**src/rtl/acpu_pkg.sv**
```systemverilog
package acpu_pkg;

    localparam int DATA_W = 8;
    localparam int ADDR_W = 4;
    localparam int OP_W   = DATA_W - ADDR_W;
    localparam int STEP_W = 3;

    typedef enum logic [OP_W-1:0] {
        OP_HLT = 4'h0,
        OP_LDA = 4'h1,
        OP_LDI = 4'h2,
        OP_STA = 4'h3,
        OP_STI = 4'h4,
        OP_ADD = 4'h5,
        OP_SUB = 4'h6,
        OP_JMP = 4'h7,
        OP_JPZ = 4'h8
    } opcode_e;

    typedef enum logic [1:0] {MAR_HOLD, MAR_PC, MAR_IR, MAR_MBR} mar_src_e;
    typedef enum logic [1:0] {MBR_HOLD, MBR_MEM, MBR_ACC}        mbr_src_e;
    typedef enum logic [1:0] {ACC_HOLD, ACC_MBR, ACC_ALU}        acc_src_e;

    // One micro-command: the register transfers enabled in a single step
    typedef struct packed {
        mar_src_e mar;
        mbr_src_e mbr;
        acc_src_e acc;
        logic     ir_we;
        logic     pc_inc;
        logic     pc_load;
        logic     mem_we;
        logic     flag_we;
        logic     alu_sub;
        logic     halt;
        logic     step_clr;
    } uop_t;

    typedef struct packed {
        logic [DATA_W-1:0] value;
        logic              zero;
        logic              carry;
    } alu_res_t;

    function automatic uop_t uop_idle();
        uop_t u;
        u = '0;
        return u;
    endfunction

    // Operations whose execute phase needs an operand fetched from memory
    function automatic logic reads_operand(opcode_e op);
        return (op == OP_LDA) || (op == OP_LDI) || (op == OP_STI) ||
               (op == OP_ADD) || (op == OP_SUB);
    endfunction

endpackage

```
**src/rtl/acpu_ram.sv**
```systemverilog
module acpu_ram
    import acpu_pkg::*;
#(
    parameter int DW = DATA_W,
    parameter int AW = ADDR_W
) (
    input  logic          clk,
    input  logic          we,
    input  logic [AW-1:0] waddr,
    input  logic [DW-1:0] wdata,
    input  logic [AW-1:0] raddr,
    output logic [DW-1:0] rdata
);
    localparam int DEPTH = 1 << AW;

    logic [DW-1:0] cells [DEPTH];

    always_ff @(posedge clk) begin
        if (we) begin
            cells[waddr] <= wdata;
        end
    end

    // Read is registered by the buffer register in the core
    assign rdata = cells[raddr];

endmodule

```
**src/rtl/acpu_alu.sv**
```systemverilog
module acpu_alu
    import acpu_pkg::*;
#(
    parameter int DW = DATA_W
) (
    input  logic [DW-1:0] lhs,
    input  logic [DW-1:0] rhs,
    input  logic          sub,
    output alu_res_t      res
);
    logic [DW:0] wide;

    always_comb begin
        if (sub) begin
            wide = {1'b0, lhs} - {1'b0, rhs};
        end else begin
            wide = {1'b0, lhs} + {1'b0, rhs};
        end
        res.value = wide[DW-1:0];
        res.carry = wide[DW];
        res.zero  = (wide[DW-1:0] == '0);
    end

endmodule

```
**src/rtl/acpu_ctrl.sv**
```systemverilog
module acpu_ctrl
    import acpu_pkg::*;
#(
    parameter int SW = STEP_W
) (
    input  logic          clk,
    input  logic          rst,
    input  opcode_e       op,
    input  logic          zero,
    output uop_t          uop,
    output logic [SW-1:0] step,
    output logic          halted
);
    localparam logic [SW-1:0] S_ADDR  = SW'(0);
    localparam logic [SW-1:0] S_READ  = SW'(1);
    localparam logic [SW-1:0] S_DEC   = SW'(2);
    localparam logic [SW-1:0] S_EX0   = SW'(3);
    localparam logic [SW-1:0] S_EX1   = SW'(4);
    localparam logic [SW-1:0] S_EX2   = SW'(5);
    localparam logic [SW-1:0] S_EX3   = SW'(6);
    localparam logic [SW-1:0] S_EX4   = SW'(7);

    logic [SW-1:0] step_q;
    logic          halted_q;
    uop_t          dec;

    always_comb begin
        dec = uop_idle();
        case (step_q)
            S_ADDR: dec.mar = MAR_PC;
            S_READ: begin
                dec.mbr    = MBR_MEM;
                dec.pc_inc = 1'b1;
            end
            S_DEC:  dec.ir_we = 1'b1;
            S_EX0: begin
                if (reads_operand(op) || op == OP_STA) begin
                    dec.mar = MAR_IR;
                end else begin
                    dec.step_clr = 1'b1;
                    case (op)
                        OP_HLT:  dec.halt    = 1'b1;
                        OP_JMP:  dec.pc_load = 1'b1;
                        OP_JPZ:  dec.pc_load = zero;
                        default: ;
                    endcase
                end
            end
            S_EX1: begin
                if (op == OP_STA) begin
                    dec.mbr = MBR_ACC;
                end else if (reads_operand(op)) begin
                    dec.mbr = MBR_MEM;
                end else begin
                    dec.step_clr = 1'b1;
                end
            end
            S_EX2: begin
                case (op)
                    OP_LDA: begin
                        dec.acc      = ACC_MBR;
                        dec.step_clr = 1'b1;
                    end
                    OP_LDI, OP_STI: dec.mar = MAR_MBR;
                    OP_STA: begin
                        dec.mem_we   = 1'b1;
                        dec.step_clr = 1'b1;
                    end
                    OP_ADD, OP_SUB: begin
                        dec.acc      = ACC_ALU;
                        dec.flag_we  = 1'b1;
                        dec.alu_sub  = (op == OP_SUB);
                        dec.step_clr = 1'b1;
                    end
                    default: dec.step_clr = 1'b1;
                endcase
            end
            S_EX3: begin
                case (op)
                    OP_LDI:  dec.mbr = MBR_MEM;
                    OP_STI:  dec.mbr = MBR_ACC;
                    default: dec.step_clr = 1'b1;
                endcase
            end
            S_EX4: begin
                dec.step_clr = 1'b1;
                case (op)
                    OP_LDI:  dec.acc    = ACC_MBR;
                    OP_STI:  dec.mem_we = 1'b1;
                    default: ;
                endcase
            end
            default: dec.step_clr = 1'b1;
        endcase
    end

    // A halted machine issues no transfers at all
    assign uop = halted_q ? uop_idle() : dec;

    always_ff @(posedge clk) begin
        if (rst) begin
            step_q   <= S_ADDR;
            halted_q <= 1'b0;
        end else if (!halted_q) begin
            step_q   <= dec.step_clr ? S_ADDR : step_q + SW'(1);
            halted_q <= dec.halt;
        end
    end

    assign step   = step_q;
    assign halted = halted_q;

endmodule

```
**src/rtl/acpu_core.sv**
```systemverilog
module acpu_core
    import acpu_pkg::*;
#(
    parameter int DW = DATA_W,
    parameter int AW = ADDR_W
) (
    input  logic          clk,
    input  logic          rst,
    input  logic          pre_we,
    input  logic [AW-1:0] pre_addr,
    input  logic [DW-1:0] pre_data,
    output logic          halted,
    output logic [DW-1:0] acc,
    output logic [AW-1:0] pc,
    output logic          zero,
    output logic          carry
);
    logic [AW-1:0]     pc_q;
    logic [AW-1:0]     mar_q;
    logic [DW-1:0]     mbr_q;
    logic [DW-1:0]     ir_q;
    logic [DW-1:0]     acc_q;
    logic              zero_q;
    logic              carry_q;

    logic [STEP_W-1:0] step_w;
    logic              halted_w;
    uop_t              uop;
    alu_res_t          alu_res;
    opcode_e           op_w;
    logic [AW-1:0]     ir_addr;

    logic              ram_we;
    logic [AW-1:0]     ram_waddr;
    logic [DW-1:0]     ram_wdata;
    logic [DW-1:0]     ram_rdata;

    assign op_w    = opcode_e'(ir_q[DW-1:AW]);
    assign ir_addr = ir_q[AW-1:0];

    acpu_ctrl #(.SW(STEP_W)) u_ctrl (
        .clk    (clk),
        .rst    (rst),
        .op     (op_w),
        .zero   (zero_q),
        .uop    (uop),
        .step   (step_w),
        .halted (halted_w)
    );

    acpu_alu #(.DW(DW)) u_alu (
        .lhs (acc_q),
        .rhs (mbr_q),
        .sub (uop.alu_sub),
        .res (alu_res)
    );

    // Preload owns the write port while reset is held
    assign ram_we    = rst ? pre_we   : uop.mem_we;
    assign ram_waddr = rst ? pre_addr : mar_q;
    assign ram_wdata = rst ? pre_data : mbr_q;

    acpu_ram #(.DW(DW), .AW(AW)) u_ram (
        .clk   (clk),
        .we    (ram_we),
        .waddr (ram_waddr),
        .wdata (ram_wdata),
        .raddr (mar_q),
        .rdata (ram_rdata)
    );

    always_ff @(posedge clk) begin
        if (rst) begin
            pc_q    <= '0;
            mar_q   <= '0;
            mbr_q   <= '0;
            ir_q    <= '0;
            acc_q   <= '0;
            zero_q  <= 1'b0;
            carry_q <= 1'b0;
        end else begin
            case (uop.mar)
                MAR_PC:  mar_q <= pc_q;
                MAR_IR:  mar_q <= ir_addr;
                MAR_MBR: mar_q <= mbr_q[AW-1:0];
                default: ;
            endcase
            case (uop.mbr)
                MBR_MEM: mbr_q <= ram_rdata;
                MBR_ACC: mbr_q <= acc_q;
                default: ;
            endcase
            if (uop.ir_we) begin
                ir_q <= mbr_q;
            end
            if (uop.pc_load) begin
                pc_q <= ir_addr;
            end else if (uop.pc_inc) begin
                pc_q <= pc_q + AW'(1);
            end
            case (uop.acc)
                ACC_MBR: acc_q <= mbr_q;
                ACC_ALU: acc_q <= alu_res.value;
                default: ;
            endcase
            if (uop.flag_we) begin
                zero_q  <= alu_res.zero;
                carry_q <= alu_res.carry;
            end
        end
    end

    assign halted = halted_w;
    assign acc    = acc_q;
    assign pc     = pc_q;
    assign zero   = zero_q;
    assign carry  = carry_q;

endmodule

```
**config.mk**
```make
export PLATFORM = sky130hd
export DESIGN_NAME = acpu_core
export DESIGN_NICKNAME = d
export VERILOG_FILES = /design/src/rtl/acpu_pkg.sv /design/src/rtl/acpu_ram.sv /design/src/rtl/acpu_alu.sv /design/src/rtl/acpu_ctrl.sv /design/src/rtl/acpu_core.sv
export SDC_FILE = /design/constraint.sdc
export NUM_CORES = 1
export LEC_CHECK = 0
export ABC_AREA = 1
export ABC_CLOCK_PERIOD_IN_PS = 6260
export CORE_UTILIZATION = 55
export CTS_CLUSTER_SIZE = 25
export DETAILED_ROUTE_END_ITERATION = 10
export DONT_BUFFER_PORTS = 1
export GPL_TIMING_DRIVEN = 0
export PLACE_DENSITY = 0.7
export SETUP_SLACK_MARGIN = 0.1
export SLEW_MARGIN = 20
export SYNTH_ARGS = -nofsm -noshare
export SYNTH_HDL_FRONTEND = slang
export SYNTH_HIERARCHICAL = 1
export SYNTH_SLANG_ARGS = --single-unit
export TNS_END_PERCENT = 1
```
**constraint.sdc**
```tcl
create_clock -name clk -period 6.26 [get_ports clk]
set_input_delay 0.939 -clock clk [delete_from_list [all_inputs] [get_ports clk]]
set_output_delay 0.939 -clock clk [all_outputs]
set_load 0.01 [all_outputs]
```
==> reports/metrics.cfg, run 1 <==
[worst_setup_path]
r2r_slack_ns = 3.07
crit_slowest_cell = dfxtp_1
regToRegEndpoint = acc[7]
crit_fanout = 8
worst_ep_arrival_time_ns = 3.52
r2r_start = u_ctrl/step[1]
cpLargestDelayFamily = simple AND/OR/NAND/NOR gates
reg2reg_depth = 22
crit_type = register to register
slowest_delay_ns = 0.33
cp_num_buf_inv = 7
critPathMostFrequentCell = inv_1
critPathLaunchType = register
startpoint = u_ctrl/step[1]
end_kind = register
crit_required_ns = 6.59
crit_chain = inv_1, ha_1, nand2_1, nor2_1, nand2_1, nor2_1, clkbuf_1, inv_1, nand2_1, xor2_1, inv_1, ha_1, nand2_1, inv_1, a21oi_1, nand3_1, nand2_2, inv_1, nand2_1, o21ai_0, o21ai_1, inv_1

[routing]
drt-total-wl_microns = 21000
drt_pass1_iterations = 5
num_vias = 6770
drcViolationCount = 0
initialDrtViolationCount = 784
avgRoutedWirePerCell_microns = 17.0
final_antenna_net_count = 0
vias_per_cell = 5.46

[power]
ir_drop_v = 0.000199
p_seq_share_pct = 36.3
leakagePower_nw = 4.28
p_int_mw = 2.28
comb_power_share_pct = 37.2
p_clk_share_pct = 26.5
switching_share_pct = 39.5
power.density_nw_per_um2 = 399
p_sw_mw = 1.49

[layout]
multi_input_area_sq_um = 2970
fill_cells = 1331
drive_above_1_share_pct = 10.3
layout_common_cells = nand2_1 (276), inv_1 (184), edfxtp_1 (128), nand3_1 (115), a21oi_1 (51)
layout_commonest_cell = nand2_1
diodes = 0
fin_nets = 1073
syn_to_final_growth_pct = 10.5
seq_area_sq_um = 4600

[clock_network]
cts_buffers = 17
cts_tree = yes
holdBufCountCts = 0
cts_setup_buffers = 0
cts_resized = 0
clock-root-buffer = clkbuf_16
path_clk_slew_ns = 0.07
cts_max_level = 4
cts_sinks = 166
cts_buffer_depth = 2
clk_latency_ns = 0.43

[timing]
clock_skew_ns = 0.00701
hold_violations = 0
setup_ws_ns = 3.07
finalCritPeriodShare_pct = 51.0
tightest_slew_ns = 0.975
setup_tns_ns = 0
rsz0062_at_grt = false
max_slew_margin_pct = 34.7
setup_viol = 0
timing.fmax_mhz = 313
finalCriticalPeriod_ns = 3.19
slew_viol_final = 0

[run]
drv_cap = 0

[die]
die_h_microns = 127
core_sq_um = 15200
io_pins = 30
rows = 45
start_util_pct = 56.2
dieArea_sq_um = 16000
die_x_microns = 127

[yosys]
synth_area_per_cell_sq_um = 8.44
synth_area_sq_um = 8550
synthesis.nets = 1047
synthCells = 1013
yosysWarnings = 6

[run_status]
status = complete, no violations

[grt]
antenna_found_initial = 0
grt_overflow = 0
track_usage_pct = 27.6
grt_pass1_vias = 5976
grt_start_max_net_pins = 18
grt_pass1_wl_microns = 32600

[placement]
place_congestion = 0.875
dp_hpwl_microns = 15100
port_buffers = 0
dp_slack_ns = 3.12

[min_path]
hp-start = ir_q[3]
hold_path.class = register to register
hold_end = ir_q[3]
hold_depth = 2

-- tightest hold or removal path: stages, from the launching register on --
cell and delay [ns]:
dfxtp_1 0.32, o21ai_0 0.14, a21oi_1 0.04
-- power by group through the flow --
stage / sequential [mW] / clock, mW / combinational, mW
CTS: 1.37 / 1.01 / 1.38
floorplan: 1.37 / 0 / 1.01
global placement: 1.39 / 0 / 1.33
detailed placement: 1.39 / 0 / 1.37
finish: 1.37 / 0.997 / 1.40
global route: 1.38 / 1.04 / 1.56
-- area by class of cell --
type	instances	share of cell area, %
well taps	188	2.49
clock buffers	17	4.50
repair buffers	7	0.795
flip-flops and latches	166	48.7
clock inverters	15	1.42
inverters	192	7.63
multi-input cells	615	31.4
plain buffers	40	2.97
-- per-layer routing --
metal / wire, microns / vias up / GRT usage (%)
li1: - / 3313 / -
met3: 1800 / 25 / 4.43
met1: 9620 / 3148 / 41.2
met5: 0 / - / 0
met4: 321 / 0 / 9.87
met2: 9300 / 284 / 40.9
-- metrics by stage --
stage	total power, mW	util (%)	hold WS (ns)	instance area [sq um]	cells
final	3.77	62.1	0.550	9450	1240
after global placement	2.73	57.8	0.543	8780	1201
after detailed placement	2.76	58.5	0.541	8890	1208
after floorplan	2.38	-	0.471	8550	1013
after CTS	3.75	62.1	0.548	9450	1240
after global routing	3.99	62.1	0.558	9450	1240
-- state kept, by name, summed over array words and instances (netlist names) --
signal and cells:
u_ctrl/halted 1, u_ram/cells 128, mbr_q 8, u_ctrl/step 3, zero 1, mar_q 4, carry 1, acc 8
ir_q 8, pc 4
-- worst max-delay path by stage --
stage                                     to  slack [ns]  cells after the start
after floorplan                       acc[7]        3.59                     22
after global placement    u_ram/cells[13][4]        2.57                      3
after detailed placement              acc[7]        3.12                     22
after CTS                             acc[7]        3.10                     22
after global routing                  acc[7]        2.78                     22
final                                 acc[7]        3.07                     22
(Power assumes the default switching activity.)
==> run 2, diff against run 1 <==
ABC_AREA = 0   (was 1)
ABC_CLOCK_PERIOD_IN_PS = 3200   (was 6260)
clock period = 3.2 ns   (was 6.26 ns; I/O delays follow)
==> run 2 against run 1 <==
Net effect: the flow now finishes with violations (negative setup slack); sequential share of layout area increased by 3.3 points; final cell count fell by 39%; sequential power up 93%; register-to-register slack worse by 3.1 ns; die area decreased by 8.3%; worst setup slack worse by 3.1 ns; area after synthesis decreased by 8.4%; critical path depth down 6; largest power group is now sequential cells.
==> reports/metrics.cfg, run 2 <==
[timing]
clock_skew_ns = 0.0105  ; +0.00351 ns
setup_ws_ns = -0.0283  ; -3.10 ns
finalCriticalPeriod_ns = 3.23  ; +0.0371 ns
finalCritPeriodShare_pct = 101  ; +50 points
setup_tns_ns = -0.0283  ; -0.0283 ns
tightest_slew_ns = 0.859  ; -0.117 ns
max_slew_margin_pct = 42.4  ; +7.7 points
timing.fmax_mhz = 310  ; -1.1%
setup_viol = 1  ; +1
hold_violations = 0  ; unchanged
rsz0062_at_grt = true
slew_viol_final = 0  ; unchanged

[worst_setup_path]
r2r_slack_ns = -0.03  ; -3.10 ns
r2r_start = u_ctrl/step[1]
worst_ep_arrival_time_ns = 3.59  ; +0.07 ns
crit_chain = inv_2, ha_4, buf_6, nand3_4, nor3b_2, clkbuf_8, mux2_4, inv_2, ha_1, nor2b_4, o31a_2, mux2i_1, or4_4, nor4b_4, mux2i_1, nor2_1
crit_fanout = 8  ; unchanged
reg2reg_depth = 16  ; -27%
cpLargestDelayFamily = simple AND/OR/NAND/NOR gates
end_kind = register
crit_type = register to register
crit_slowest_cell = or4_4
cp_num_buf_inv = 4  ; -3
slowest_delay_ns = 0.43  ; +0.10 ns
regToRegEndpoint = zero
crit_required_ns = 3.56  ; -3.03 ns
critPathLaunchType = register

[routing]
drt-total-wl_microns = 17100  ; -19%
num_vias = 4646  ; -31%
vias_per_cell = 6.18  ; +13%
drt_pass1_iterations = 5  ; unchanged
initialDrtViolationCount = 325  ; -59%
avgRoutedWirePerCell_microns = 22.7  ; +34%
final_antenna_net_count = 0  ; unchanged
drcViolationCount = 0  ; unchanged

[grt]
globalRouteMet3Util_pct = 6.34  ; +1.9 points
track_usage_pct = 25.3  ; -2.3 points
grt.busiest_layer = met2
antenna_found_initial = 0  ; unchanged
grt_overflow = 0  ; unchanged
grt_pass1_wl_microns = 26800  ; -18%
use_met1_pct = 31.8  ; -9.4 points
grt_start_max_net_pins = 18  ; unchanged
met2_usage_pct = 42.8  ; +1.9 points
grt_pass1_vias = 4733  ; -21%

[layout]
layout_commonest_cell = edfxtp_1
drive_above_1_share_pct = 20.5  ; +10 points
seq_area_sq_um = 4610  ; +0.22%
fin_nets = 591  ; -45%
top_register = u_ram/cells
largest_reg_flops = 128  ; unchanged
fill_cells = 1015  ; -24%
layout_common_cells = edfxtp_1 (128), nor2_1 (61), dfxtp_1 (32), mux2i_1 (30), mux2_1 (29)
syn_to_final_growth_pct = 13.2
multi_input_area_sq_um = 3140  ; +5.7%

[die]
core_sq_um = 13900  ; -8.7%
rows = 43  ; -4.4%
start_util_pct = 56.4  ; +0.16 points
io_pins = 30  ; unchanged
dieArea_sq_um = 14700  ; -8.3%
die_h_microns = 121  ; -4.2%
die_x_microns = 121  ; -4.2%

[power]
p_total_mw = 6.81  ; +81%
power.density_nw_per_um2 = 769  ; +93%
ir_drop_v = 0.000578  ; +190%
leakagePower_nw = 3.13  ; -27%

[min_path]
hold_depth = 1  ; -1
hold_end = u_ctrl/halted
hp-start = rst
hold_path.class = input port to register

[yosys]
synthesis.nets = 569  ; -46%
yosysWarnings = 6  ; unchanged
synth_area_sq_um = 7830  ; -8.4%
synthCells = 535  ; -47%
synth_area_per_cell_sq_um = 14.6  ; +73%

[placement]
place_congestion = 0.845  ; -3.4%
port_buffers = 0  ; unchanged
dp_hpwl_microns = 11500  ; -24%

[clock_network]
clk_latency_ns = 0.43  ; about the same
cts_buffers = 17  ; unchanged
clock-root-buffer = clkbuf_16
cts_max_level = 4  ; unchanged
cts_tree = yes
cts_sinks = 166  ; unchanged
cts_buffer_depth = 2  ; unchanged
path_clk_slew_ns = 0.07  ; about the same

[run_status]
violations = negative setup slack
status = finished with violations

[run]
drv_cap = 0  ; unchanged

-- run 2: area by class of cell --
class | instances | area share [%]
inverters | 14 | 0.593
plain buffers | 29 | 2.43
diodes | 2 | 0.0565
well taps | 180 | 2.54
flip-flops and latches | 166 | 52.1
multi-input cells | 326 | 35.5
clock inverters | 15 | 1.78
clock buffers | 17 | 4.80
repair buffers | 3 | 0.254
-- run 2: power by group --
part           leakage [nW]  switching [mW]  internal [mW]
combinational          1.37            1.17          0.993
clock                 0.284           0.906           1.10
sequential             1.48           0.149           2.49
-- run 2: how the worst max path moves through the flow --
stage	startpoint	to	slack (ns)	cells past startpoint
2_1_floorplan	u_ctrl/halted	zero	0.19	15
3_3_place_gp	u_ctrl/step[0]	u_ram/cells[0][0]	-0.34	7
3_5_place_dp	ir_q[6]	zero	-0.14	13
4_1_cts	u_ctrl/step[1]	zero	-0.04	16
5_1_grt	u_ctrl/step[1]	zero	-0.18	17
6_report	u_ctrl/step[1]	zero	-0.03	16
-- run 2: timing repair --
action | 4_1_cts | 5_1_grt
gates resized for setup | 14 | 6
pin swaps | 2 | 0
setup buffers | 3 | 0
setup endpoints to repair | 35 | 37
hold buffers | 0 | 0
gates cloned | 0 | 0
hold endpoints to repair | 0 | 0
-- run 2: per-stage QoR --
step	utilization (%)	hold slack, ns	instances	worst slack (ns)	cell area, sq um
2_1_floorplan	-	0.474	535	0.193	7920
3_3_place_gp	58.7	0.500	715	-0.342	8140
3_5_place_dp	58.8	0.514	715	-0.140	8160
4_1_cts	63.6	0.0931	750	-0.0439	8820
5_1_grt	63.8	0.0967	750	-0.177	8850
6_report	63.8	0.109	752	-0.0283	8860
-- run 2: layer usage --
layer  vias up  part of all wire, %
met5         -                    0
li1       2107                    -
met4         0                  1.5
met3        21                  5.8
met2       157                   50
met1      2361                   42
==> run 3, diff against run 2 <==
ABC_CLOCK_PERIOD_IN_PS = 2950   (was 3200)
CORE_MARGIN = 2   (was unset)
PLACE_DENSITY = 0.73   (was 0.7)
clock period = 2.95 ns   (was 3.2 ns; I/O delays follow)
==> run 3 against run 2 <==
Net effect: the flow still finishes with violations (negative setup slack); final cell count decreased by 0.66%; wire length fell by 4.0%; critical path depth decreased by 1; flip-flop and latch count unchanged; critical endpoint unchanged; highest routed layer unchanged; sequential share of layout area down 0.16 points; core utilization increased by 0.23 points; maximum frequency fell by 0.26%; via count shrank 0.41%.
==> reports/metrics.cfg, run 3 (same netlist as run 2, synthesis figures left out) <==
[layout]
largest_reg_flops = 128  ; unchanged
fill_cells = 972  ; -4.2%
utilization_pct = 64.0  ; +0.23 points
seq_area_sq_um = 4620  ; about the same
layout_commonest_cell = edfxtp_1
syn_to_final_growth_pct = 13.6
drive_above_1_share_pct = 21.2  ; +0.68 points
fin_nets = 589  ; -0.34%
layout_common_cells = edfxtp_1 (128), nor2_1 (52), dfxtp_1 (32), mux2i_1 (30), mux2_1 (29)
fin_cells = 747  ; -0.66%
multi_input_area_sq_um = 3190  ; +1.5%
top_register = u_ram/cells

[timing]
setup_viol = 4  ; +3
finalCriticalPeriod_ns = 3.24  ; +0.00831 ns
slew_viol_final = 0  ; unchanged
finalCritPeriodShare_pct = 110  ; +8.8 points
hold_violations = 0  ; unchanged
clock_skew_ns = 0.0112  ; +0.000730 ns
timing.fmax_mhz = 309  ; -0.26%
max_slew_margin_pct = 58.3  ; +16 points
setup_ws_ns = -0.287  ; -0.258 ns
tightest_slew_ns = 0.625  ; -0.234 ns
whs_ns = 0.0727  ; -0.0368 ns
rsz0062_at_grt = true

[run_status]
violations = negative setup slack
status = finished with violations

[worst_setup_path]
regToRegEndpoint = zero
critPathLaunchType = register
r2r_start = u_ctrl/step[1]
crit_fanout = 8  ; unchanged
worst_ep_arrival_time_ns = 3.60  ; about the same
r2r_slack_ns = -0.29  ; -0.26 ns
crit_required_ns = 3.31  ; -0.25 ns
reg2reg_depth = 15  ; -1
startpoint = u_ctrl/step[1]
crit_type = register to register
cp-endpoint = zero
end_kind = register

[die]
start_util_pct = 56.4  ; unchanged
rows = 43  ; unchanged
io_pins = 30  ; unchanged
core_sq_um = 13900  ; unchanged
die_h_microns = 123  ; +1.6%
dieArea_sq_um = 15200  ; +3.3%
die_x_microns = 123  ; +1.6%

[clock_network]
path_clk_slew_ns = 0.07  ; about the same
holdBufCountCts = 0  ; unchanged
cts_tree = yes
cts_sinks = 166  ; unchanged
cts_max_level = 4  ; unchanged
cts_buffer_depth = 2  ; unchanged
clock-root-buffer = clkbuf_16
cts_buffers = 17  ; unchanged
clk_latency_ns = 0.43  ; about the same

[routing]
drcViolationCount = 0  ; unchanged
num_vias = 4627  ; -0.41%
drt-total-wl_microns = 16400  ; -4.0%
final_antenna_net_count = 0  ; unchanged
drt_pass1_iterations = 5  ; unchanged
initialDrtViolationCount = 280  ; -14%
vias_per_cell = 6.19  ; +0.26%
avgRoutedWirePerCell_microns = 21.9  ; -3.3%

[run]
drv_cap = 0  ; unchanged

[power]
p_total_mw = 7.32  ; +7.5%
p_seq_share_pct = 39.3  ; +0.5 points
p_clk_share_pct = 29.9  ; +0.4 points
comb_power_share_pct = 30.9  ; -0.8 points
p_sw_mw = 2.26  ; +1.8%
ir_drop_v = 0.000580  ; +0.37%
leakagePower_nw = 3.09  ; -1.1%
p_int_mw = 5.06  ; +10%
power.density_nw_per_um2 = 824  ; +7.1%
switching_share_pct = 30.9  ; -1.7 points

[placement]
dp_cells = 715  ; unchanged
dp_hpwl_microns = 11400  ; -1.1%
place_congestion = 0.892  ; +5.6%
port_buffers = 0  ; unchanged

[min_path]
hold_path.class = input port to register

[grt]
grt_start_max_net_pins = 17  ; -1
grt_pass1_wl_microns = 25800  ; -3.6%
grt_overflow = 0  ; unchanged
grt_pass1_vias = 4640  ; -2.0%
antenna_found_initial = 1  ; +1
track_usage_pct = 23.7  ; -1.6 points

run 3: changes by cell type in the layout (fill, tap and decap cells not counted), moves of 2 or more:
cell and change:
nor3_4 +3, ha_1 -2, bufinv_16 +2, inv_8 -3
nor2_1 -9, nor2_2 +10, clkinv_1 +3, inv_6 -2
nor3_2 -3, clkinv_2 -2
run 3: per-layer routing:
metal  GRT usage (%)  vias to the layer above  wire, microns
li1                -                     2102              -
met1            30.0                     2323           6740
met2            40.0                      172           8450
met3            4.70                       30            883
met4            9.80                        0            317
met5               0                        -              0
run 3: cell type report:
| type | count | area share, % |
|---|---|---|
| Tap cell | 180 | 2.53 |
| Timing Repair Buffer | 1 | 0.0844 |
| Antenna cell | 1 | 0.0281 |
| Multi-Input combinational cell | 326 | 35.8 |
| Buffer | 29 | 2.45 |
| Clock inverter | 12 | 1.70 |
| Clock buffer | 18 | 4.83 |
| Inverter | 14 | 0.591 |
| Sequential cell | 166 | 51.9 |
run 3: how the worst min path moves through the flow:
stage	endpoint	startpoint	depth (start not counted)
finish	u_ctrl/halted	rst	1
global route	u_ctrl/halted	rst	1
CTS	u_ctrl/halted	rst	1
detailed placement	u_ctrl/halted	rst	1
global placement	ir_q[2]	ir_q[2]	2
floorplan	ir_q[0]	ir_q[0]	2
run 3: critical path, cell delays in order (launching register included):
cell and delay, ns:
dfxtp_2 0.34, inv_2 0.07, ha_4 0.12, buf_6 0.13, nand3_4 0.09, nor3b_2 0.18, clkbuf_8 0.17, mux2_4 0.31
fa_2 0.37, nor2b_1 0.17, o31a_2 0.20, a21oi_1 0.08, or4_4 0.50, nor4b_4 0.24, mux2i_1 0.10, nor2_1 0.08
run 3: stage by stage:
stage / instance area [sq um] / TNS (ns) / worst slack [ns]
after global placement: 8150 / -12.53 / -0.513
final: 8890 / -0.730 / -0.287
after CTS: 8810 / -0.714 / -0.277
after floorplan: 7930 / -0.0438 / -0.0438
after global routing: 8890 / -1.42 / -0.433
after detailed placement: 8170 / -5.06 / -0.371
run 3: power groups by stage:
stage | clock [mW] | combinational [mW] | sequential [mW]
2_1_floorplan | 0 | 1.71 | 2.85
3_3_place_gp | 0 | 2.06 | 2.91
3_5_place_dp | 0 | 2.13 | 2.92
4_1_cts | 2.23 | 2.22 | 2.87
5_1_grt | 2.32 | 2.47 | 2.89
6_report | 2.19 | 2.26 | 2.87
run 3: what timing repair did:
action | 4_1_cts | 5_1_grt
gates cloned | 0 | 0
resized for setup | 13 | 21
pin swaps | 1 | 1
buffers inserted | 1 | 0
setup endpoints to repair | 101 | 136
